### src/rtl/dac_pwr_pkg.sv
package dac_pwr_pkg;
  localparam int CMD_LSB = 24;
  localparam int CMD_W   = 4;
  localparam logic [CMD_W-1:0] CMD_POWER = 4'b0100;
  localparam logic [CMD_W-1:0] CMD_SWRST = 4'b0111;
  localparam logic [CMD_W-1:0] CMD_VREF  = 4'b1000;

  typedef enum logic [1:0] {
    TM_NORMAL = 2'b00,
    TM_LOW_R  = 2'b01,
    TM_HIGH_R = 2'b10,
    TM_FLOAT  = 2'b11
  } term_mode_t;

  function automatic logic [CMD_W-1:0] f_cmd(input logic [31:0] w);
    return w[CMD_LSB +: CMD_W];
  endfunction

  function automatic logic f_is_down(input term_mode_t m);
    return m != TM_NORMAL;
  endfunction

  function automatic logic f_leaves(input term_mode_t cur, input term_mode_t nxt);
    return f_is_down(cur) && !f_is_down(nxt);
  endfunction
endpackage

### src/rtl/dac_cmd_decode.sv
module dac_cmd_decode
  import dac_pwr_pkg::*;
#(
  parameter int N_CH = 8
) (
  input  logic                exec_i,
  input  logic [31:0]         word_i,
  output logic                pwr_we_o,
  output logic                swrst_o,
  output logic                ref_we_o,
  output logic                ref_val_o,
  output term_mode_t          mode_o,
  output logic [N_CH-1:0]     mask_o
);
  localparam int MODE_LSB = N_CH;

  logic [CMD_W-1:0] cmd;
  logic             unused_bits;

  always_comb begin
    cmd       = f_cmd(word_i);
    pwr_we_o  = exec_i && (cmd == CMD_POWER);
    swrst_o   = exec_i && (cmd == CMD_SWRST);
    ref_we_o  = exec_i && (cmd == CMD_VREF);
    ref_val_o = word_i[0];
    mode_o    = term_mode_t'(word_i[MODE_LSB +: 2]);
    mask_o    = word_i[N_CH-1:0];
  end

  assign unused_bits = ^{word_i[31:CMD_LSB+CMD_W], word_i[CMD_LSB-1:MODE_LSB+2]};
endmodule

### src/rtl/dac_chan_pwr.sv
module dac_chan_pwr
  import dac_pwr_pkg::*;
(
  input  logic       clk,
  input  logic       rst_n,
  input  logic       we_i,
  input  logic       clr_i,
  input  term_mode_t mode_i,
  input  logic       ldac_n_i,
  output term_mode_t mode_o,
  output logic       down_o,
  output logic       wake_o,
  output logic       from_input_o
);
  term_mode_t mode_q, mode_nxt;
  logic       leaving;

  always_comb begin
    mode_nxt = mode_q;
    if (clr_i)     mode_nxt = TM_NORMAL;
    else if (we_i) mode_nxt = mode_i;
    leaving = f_leaves(mode_q, mode_nxt);
  end

  always_ff @(posedge clk) begin
    if (!rst_n) begin
      mode_q       <= TM_NORMAL;
      wake_o       <= 1'b0;
      from_input_o <= 1'b0;
    end else begin
      mode_q       <= mode_nxt;
      wake_o       <= leaving;
      from_input_o <= leaving && !ldac_n_i;
    end
  end

  assign mode_o = mode_q;
  assign down_o = f_is_down(mode_q);

  p_keep_unselected_r3: assert property (@(posedge clk) disable iff (!rst_n)
    (!we_i && !clr_i) |=> $stable(mode_q));
  p_wake_leaves_r5: assert property (@(posedge clk) disable iff (!rst_n)
    wake_o |-> (mode_q == TM_NORMAL && $past(mode_q) != TM_NORMAL));
  p_wake_single_r5: assert property (@(posedge clk) disable iff (!rst_n)
    wake_o |=> !wake_o);
  p_src_with_wake_r6: assert property (@(posedge clk) disable iff (!rst_n)
    from_input_o |-> wake_o);
  p_src_ldac_r6: assert property (@(posedge clk) disable iff (!rst_n)
    (leaving && !ldac_n_i) |=> from_input_o);
endmodule

### src/rtl/dac_ref_ctrl.sv
module dac_ref_ctrl (
  input  logic clk,
  input  logic rst_n,
  input  logic we_i,
  input  logic val_i,
  input  logic clr_i,
  output logic ref_en_o
);
  always_ff @(posedge clk) begin
    if (!rst_n)      ref_en_o <= 1'b0;
    else if (clr_i)  ref_en_o <= 1'b0;
    else if (we_i)   ref_en_o <= val_i;
  end

  p_ref_load_r7: assert property (@(posedge clk) disable iff (!rst_n)
    (we_i && !clr_i) |=> (ref_en_o == $past(val_i)));
  p_ref_clear_r8: assert property (@(posedge clk) disable iff (!rst_n)
    clr_i |=> !ref_en_o);
endmodule

### src/rtl/dac_pwr_ref_ctrl.sv
module dac_pwr_ref_ctrl
  import dac_pwr_pkg::*;
#(
  parameter int N_CH = 8
) (
  input  logic              clk,
  input  logic              rst_n,
  input  logic              exec_i,
  input  logic [31:0]       cmd_word_i,
  input  logic              ldac_n_i,
  output logic [2*N_CH-1:0] term_mode_o,
  output logic [N_CH-1:0]   pwr_down_o,
  output logic              ref_en_o,
  output logic [N_CH-1:0]   wake_o,
  output logic [N_CH-1:0]   wake_from_input_o
);
  logic            pwr_we, swrst, ref_we, ref_val;
  term_mode_t      new_mode;
  logic [N_CH-1:0] mask;

  dac_cmd_decode #(.N_CH(N_CH)) u_dec (
    .exec_i   (exec_i),
    .word_i   (cmd_word_i),
    .pwr_we_o (pwr_we),
    .swrst_o  (swrst),
    .ref_we_o (ref_we),
    .ref_val_o(ref_val),
    .mode_o   (new_mode),
    .mask_o   (mask)
  );

  for (genvar i = 0; i < N_CH; i++) begin : g_ch
    term_mode_t ch_mode;
    dac_chan_pwr u_ch (
      .clk         (clk),
      .rst_n       (rst_n),
      .we_i        (pwr_we && mask[i]),
      .clr_i       (swrst),
      .mode_i      (new_mode),
      .ldac_n_i    (ldac_n_i),
      .mode_o      (ch_mode),
      .down_o      (pwr_down_o[i]),
      .wake_o      (wake_o[i]),
      .from_input_o(wake_from_input_o[i])
    );
    assign term_mode_o[2*i +: 2] = ch_mode;
  end

  dac_ref_ctrl u_ref (
    .clk     (clk),
    .rst_n   (rst_n),
    .we_i    (ref_we),
    .val_i   (ref_val),
    .clr_i   (swrst),
    .ref_en_o(ref_en_o)
  );

  p_hold_idle_r9: assert property (@(posedge clk) disable iff (!rst_n)
    !exec_i |=> ($stable(term_mode_o) && $stable(ref_en_o)));
  p_swrst_all_normal_r8: assert property (@(posedge clk) disable iff (!rst_n)
    swrst |=> (term_mode_o == '0));
  p_down_flag_r4: assert property (@(posedge clk) disable iff (!rst_n)
    (pwr_we && mask[0] && !swrst) |=> (pwr_down_o[0] == ($past(new_mode) != TM_NORMAL)));
endmodule

### config.mk
export PLATFORM = sky130hd
export DESIGN_NAME = dac_pwr_ref_ctrl
export DESIGN_NICKNAME = d
export VERILOG_FILES = /design/src/rtl/dac_pwr_pkg.sv /design/src/rtl/dac_cmd_decode.sv /design/src/rtl/dac_chan_pwr.sv /design/src/rtl/dac_ref_ctrl.sv /design/src/rtl/dac_pwr_ref_ctrl.sv
export SDC_FILE = /design/constraint.sdc
export NUM_CORES = 1
export LEC_CHECK = 0
export BUFFER_PORTS_ARGS = -buffer_cell sky130_fd_sc_hd__buf_2
export CAP_MARGIN = 5
export CORE_AREA = 4 4 69 71
export CTS_CLUSTER_DIAMETER = 200
export DETAILED_ROUTE_END_ITERATION = 10
export DIE_AREA = 0 0 73 75
export HOLD_SLACK_MARGIN = 0.12
export PLACE_DENSITY = 0.69
export SYNTH_ARGS = -nofsm -noshare
export SYNTH_HDL_FRONTEND = slang
export SYNTH_SLANG_ARGS = --single-unit
export TNS_END_PERCENT = 5
### constraint.sdc
create_clock -name clk -period 1.26 [get_ports clk]
set_input_delay 0.126 -clock clk [delete_from_list [all_inputs] [get_ports clk]]
set_output_delay 0.126 -clock clk [all_outputs]
set_load 0.02 [all_outputs]
==> results.py <==
metrics = {
    "status": {
        "status": "complete, no violations",
    },
    "routing": {
        "drt_pre_antenna_iters": 4,
        "drt-vias-per-instance": 5.01,
        "wl_um": 3960,
        "route.vias.total": 1393,
        "drc": 0,
        "avgRoutedWirePerCell_um": 14.2,
        "drt_iter0_drc": 82,
        "drt.antenna.violating_nets": 0,
    },
    "setup_path": {
        "end_kind": "primary output",
        "startpoint_type": "flop",
        "worst-path-buf-inv": 1,
        "criticalPathCategory": "reg2out",
        "path_max_fanout": 3,
        "crit_path_max_incr_delay_ns": 0.32,
        "cpMaxStageDelayCell": "dfxtp_1",
        "critPathRequiredTime_ns": 1.13,
        "path_cells": "or2_2 > buf_2",
        "crit_arrival_ns": 1.09,
        "cp_top_family": "flip-flops",
    },
    "yosys": {
        "synth_seq_cells": 33,
        "ys_warn_count": 0,
        "yosysMostFrequentCell": "dfxtp_1",
        "async_reset_ff_frac": 0,
        "yosysTopAreaCellShare": 0.407,
        "synthTopCellsByCount": "33 x dfxtp_1, 32 x a21oi_1, 24 x buf_4",
        "synth.avg_cell_area_um2": 8.68,
        "netlist_instances": 187,
        "synth_cell_type_count": 24,
        "seq_area_frac_synth": 0.407,
        "synth_largest_area_cell": "dfxtp_1",
        "synthFlopType": "dfxtp_1",
        "yosys-top-cells-area": "dfxtp_1 41%, buf_4 11%, a21oi_1 9.9%",
        "synth_nets": 223,
        "synth_edf_count": 0,
        "syn-cell-area_mm2": 0.00162,
    },
    "power": {
        "combPwrFrac": 0.097,
        "p_clk_frac": 0.391,
        "peakVddDrop_mv": 0.498,
        "internal_power_uw": 1560,
        "seq_power_share": 0.512,
        "cellLeakagePower_uw": 0.000817,
        "switching_power_uw": 490,
        "power_density_mw_per_mm2": 1070,
        "power_uw": 2050,
        "switching_share": 0.239,
    },
    "timing": {
        "final.setup.tns_ns": 0,
        "clock_skew_ns": 0.00821,
        "drv_slew": 0,
        "finalWorstSetupSlack_ns": 0.0455,
        "hold_viol_final": 0,
        "worst_hold_slack_ns": 0.132,
        "max_freq_mhz": 823,
        "slew-limit-headroom": 0.595,
        "worst_slew_pin_slew_ns": 0.607,
        "rsz0062_at_grt": "false",
        "fin_crit_ns": 1.21,
        "fin_crit_sh": 0.964,
        "finalSetupViolCount": 0,
    },
    "layout": {
        "design_area_mm2": 0.00191,
        "fin_nets": 262,
        "drive_gt1_frac": 0.398,
        "area_growth_syn_to_layout_pct": 17.9,
        "n_antenna_cell": 0,
    },
    "place": {
        "place_ws_ns": -0.110,
        "placed_area_mm2": 0.00181,
        "dp_hpwl_um": 2990,
        "port_buffers": 58,
        "place.gp.congestion": 0.779,
    },
    "die": {
        "coreArea_mm2": 0.00423,
        "row_count": 24,
        "die_h_um": 75,
        "io_pins": 77,
        "dieArea_mm2": 0.00548,
        "initial_core_util": 0.384,
        "die_x_um": 73,
    },
    "global_route": {
        "antenna_found_initial": 0,
        "busiest_layer": "met2",
        "met3_usage": 0.0521,
        "grt_pass1_vias": 1328,
        "gr-usage-met2": 0.241,
        "grt_util_met1": 0.194,
        "grt_overflow_total": 0,
        "grt_max_degree": 26,
        "track_usage": 0.153,
        "grt_pass1_wl_um": 6380,
    },
    "flow_run": {
        "drv_cap": 0,
    },
    "cts": {
        "clkSinkCount": 33,
        "tritoncts": "done",
        "clk_latency_ns": 0.28,
        "clkTransAtPathRegs_ns": 0.07,
        "numCtsBuffers": 5,
        "root_buffer": "clkbuf_8",
        "postCtsSetupBuffers": 0,
        "clock_tree.buffer_depth": 2,
        "cts_htree_levels": 2,
    },
    "min_path": {
        "hold_class": "in2reg",
    },
}
-- power by group through the flow --
stage | logic [uW] | registers (uW) | clock network (uW)
after global routing | 220 | 1050 | 869
after CTS | 199 | 1050 | 819
after global placement | 195 | 1070 | 0
after detailed placement | 198 | 1070 | 0
after floorplan | 114 | 1080 | 0
final | 200 | 1050 | 802
-- worst register-to-register path, cell delays in order, from the launching register on --
cell and delay [ns]:
dfxtp_1 0.32, or2_2 0.32, nand2b_1 0.09, a21oi_1 0.04
-- what timing repair did --
| item | CTS | global route |
|---|---|---|
| setup endpoints to repair | 0 | 3 |
| resized for setup | 0 | 7 |
| hold buffers | 0 | 0 |
-- path summary, 6_finish.rpt --
| kind | slack, ns | cells past startpoint | endpoint | from |
|---|---|---|---|---|
| worst min register to register | 0.48 | 2 | g_ch[0].u_ch.mode_o[1]$_SDFF_PN0_ | g_ch[0].u_ch.mode_o[1]$_SDFF_PN0_ |
| worst max-delay path | 0.05 | 2 | pwr_down_o[0] | g_ch[0].u_ch.mode_o[0]$_SDFF_PN0_ |
| worst min-delay path | 0.13 | 3 | g_ch[7].u_ch.mode_o[1]$_SDFF_PN0_ | cmd_word_i[7] |
| worst max register to register | 0.37 | 3 | g_ch[0].u_ch.from_input_o$_SDFF_PN0_ | g_ch[0].u_ch.mode_o[0]$_SDFF_PN0_ |
-- cell type report --
type	count	area (um2)
Fill cell	420	2320
Timing Repair Buffer	70	400
Inverter	1	3.75
Tap cell	52	65.1
Multi-Input combinational cell	115	697
Sequential cell	33	662
Clock buffer	7	86.3
-- placed cells by master, fill, tap and decap left out, drive strengths merged --
cell type and instances:
or2 8, nor3b 1, dfxtp 33, buf 70, clkbuf 7, nand2 8
a41o 1, nand3b 8, nor4b 1, nand2b 10, nand4 17, a21oi 33
nor2b 1, nand4b 1, inv 1, or3b 1, nand3 8, o21ai 17
-- logic make-up after synthesis --
family / after synthesis / synth area share
AO/OA/AOI/OAI: 51 / 0.165
buffers and inverters: 39 / 0.169
flip-flops: 33 / 0.407
AND/OR/NAND/NOR: 64 / 0.260
-- routing by layer --
metal	vias up	part of all wire
li1	718	-
met1	619	0.44
met2	52	0.47
met3	4	0.080
met4	0	0.013
met5	-	0
-- flip-flops by register name (all words and copies together) (netlist names) --
signal and flops:
g_ch.u_ch.from_input_o 8, g_ch.u_ch.mode_o 16, g_ch.u_ch.wake_o 8, u_ref.ref_en_o 1
-- stage by stage --
step	utilization	std cells
3_5_place_dp	0.428	271
3_3_place_gp	0.428	271
2_1_floorplan	-	187
5_1_grt	0.452	278
4_1_cts	0.448	278
6_report	0.452	278
Note: power is estimated with default switching activity, not from simulation.
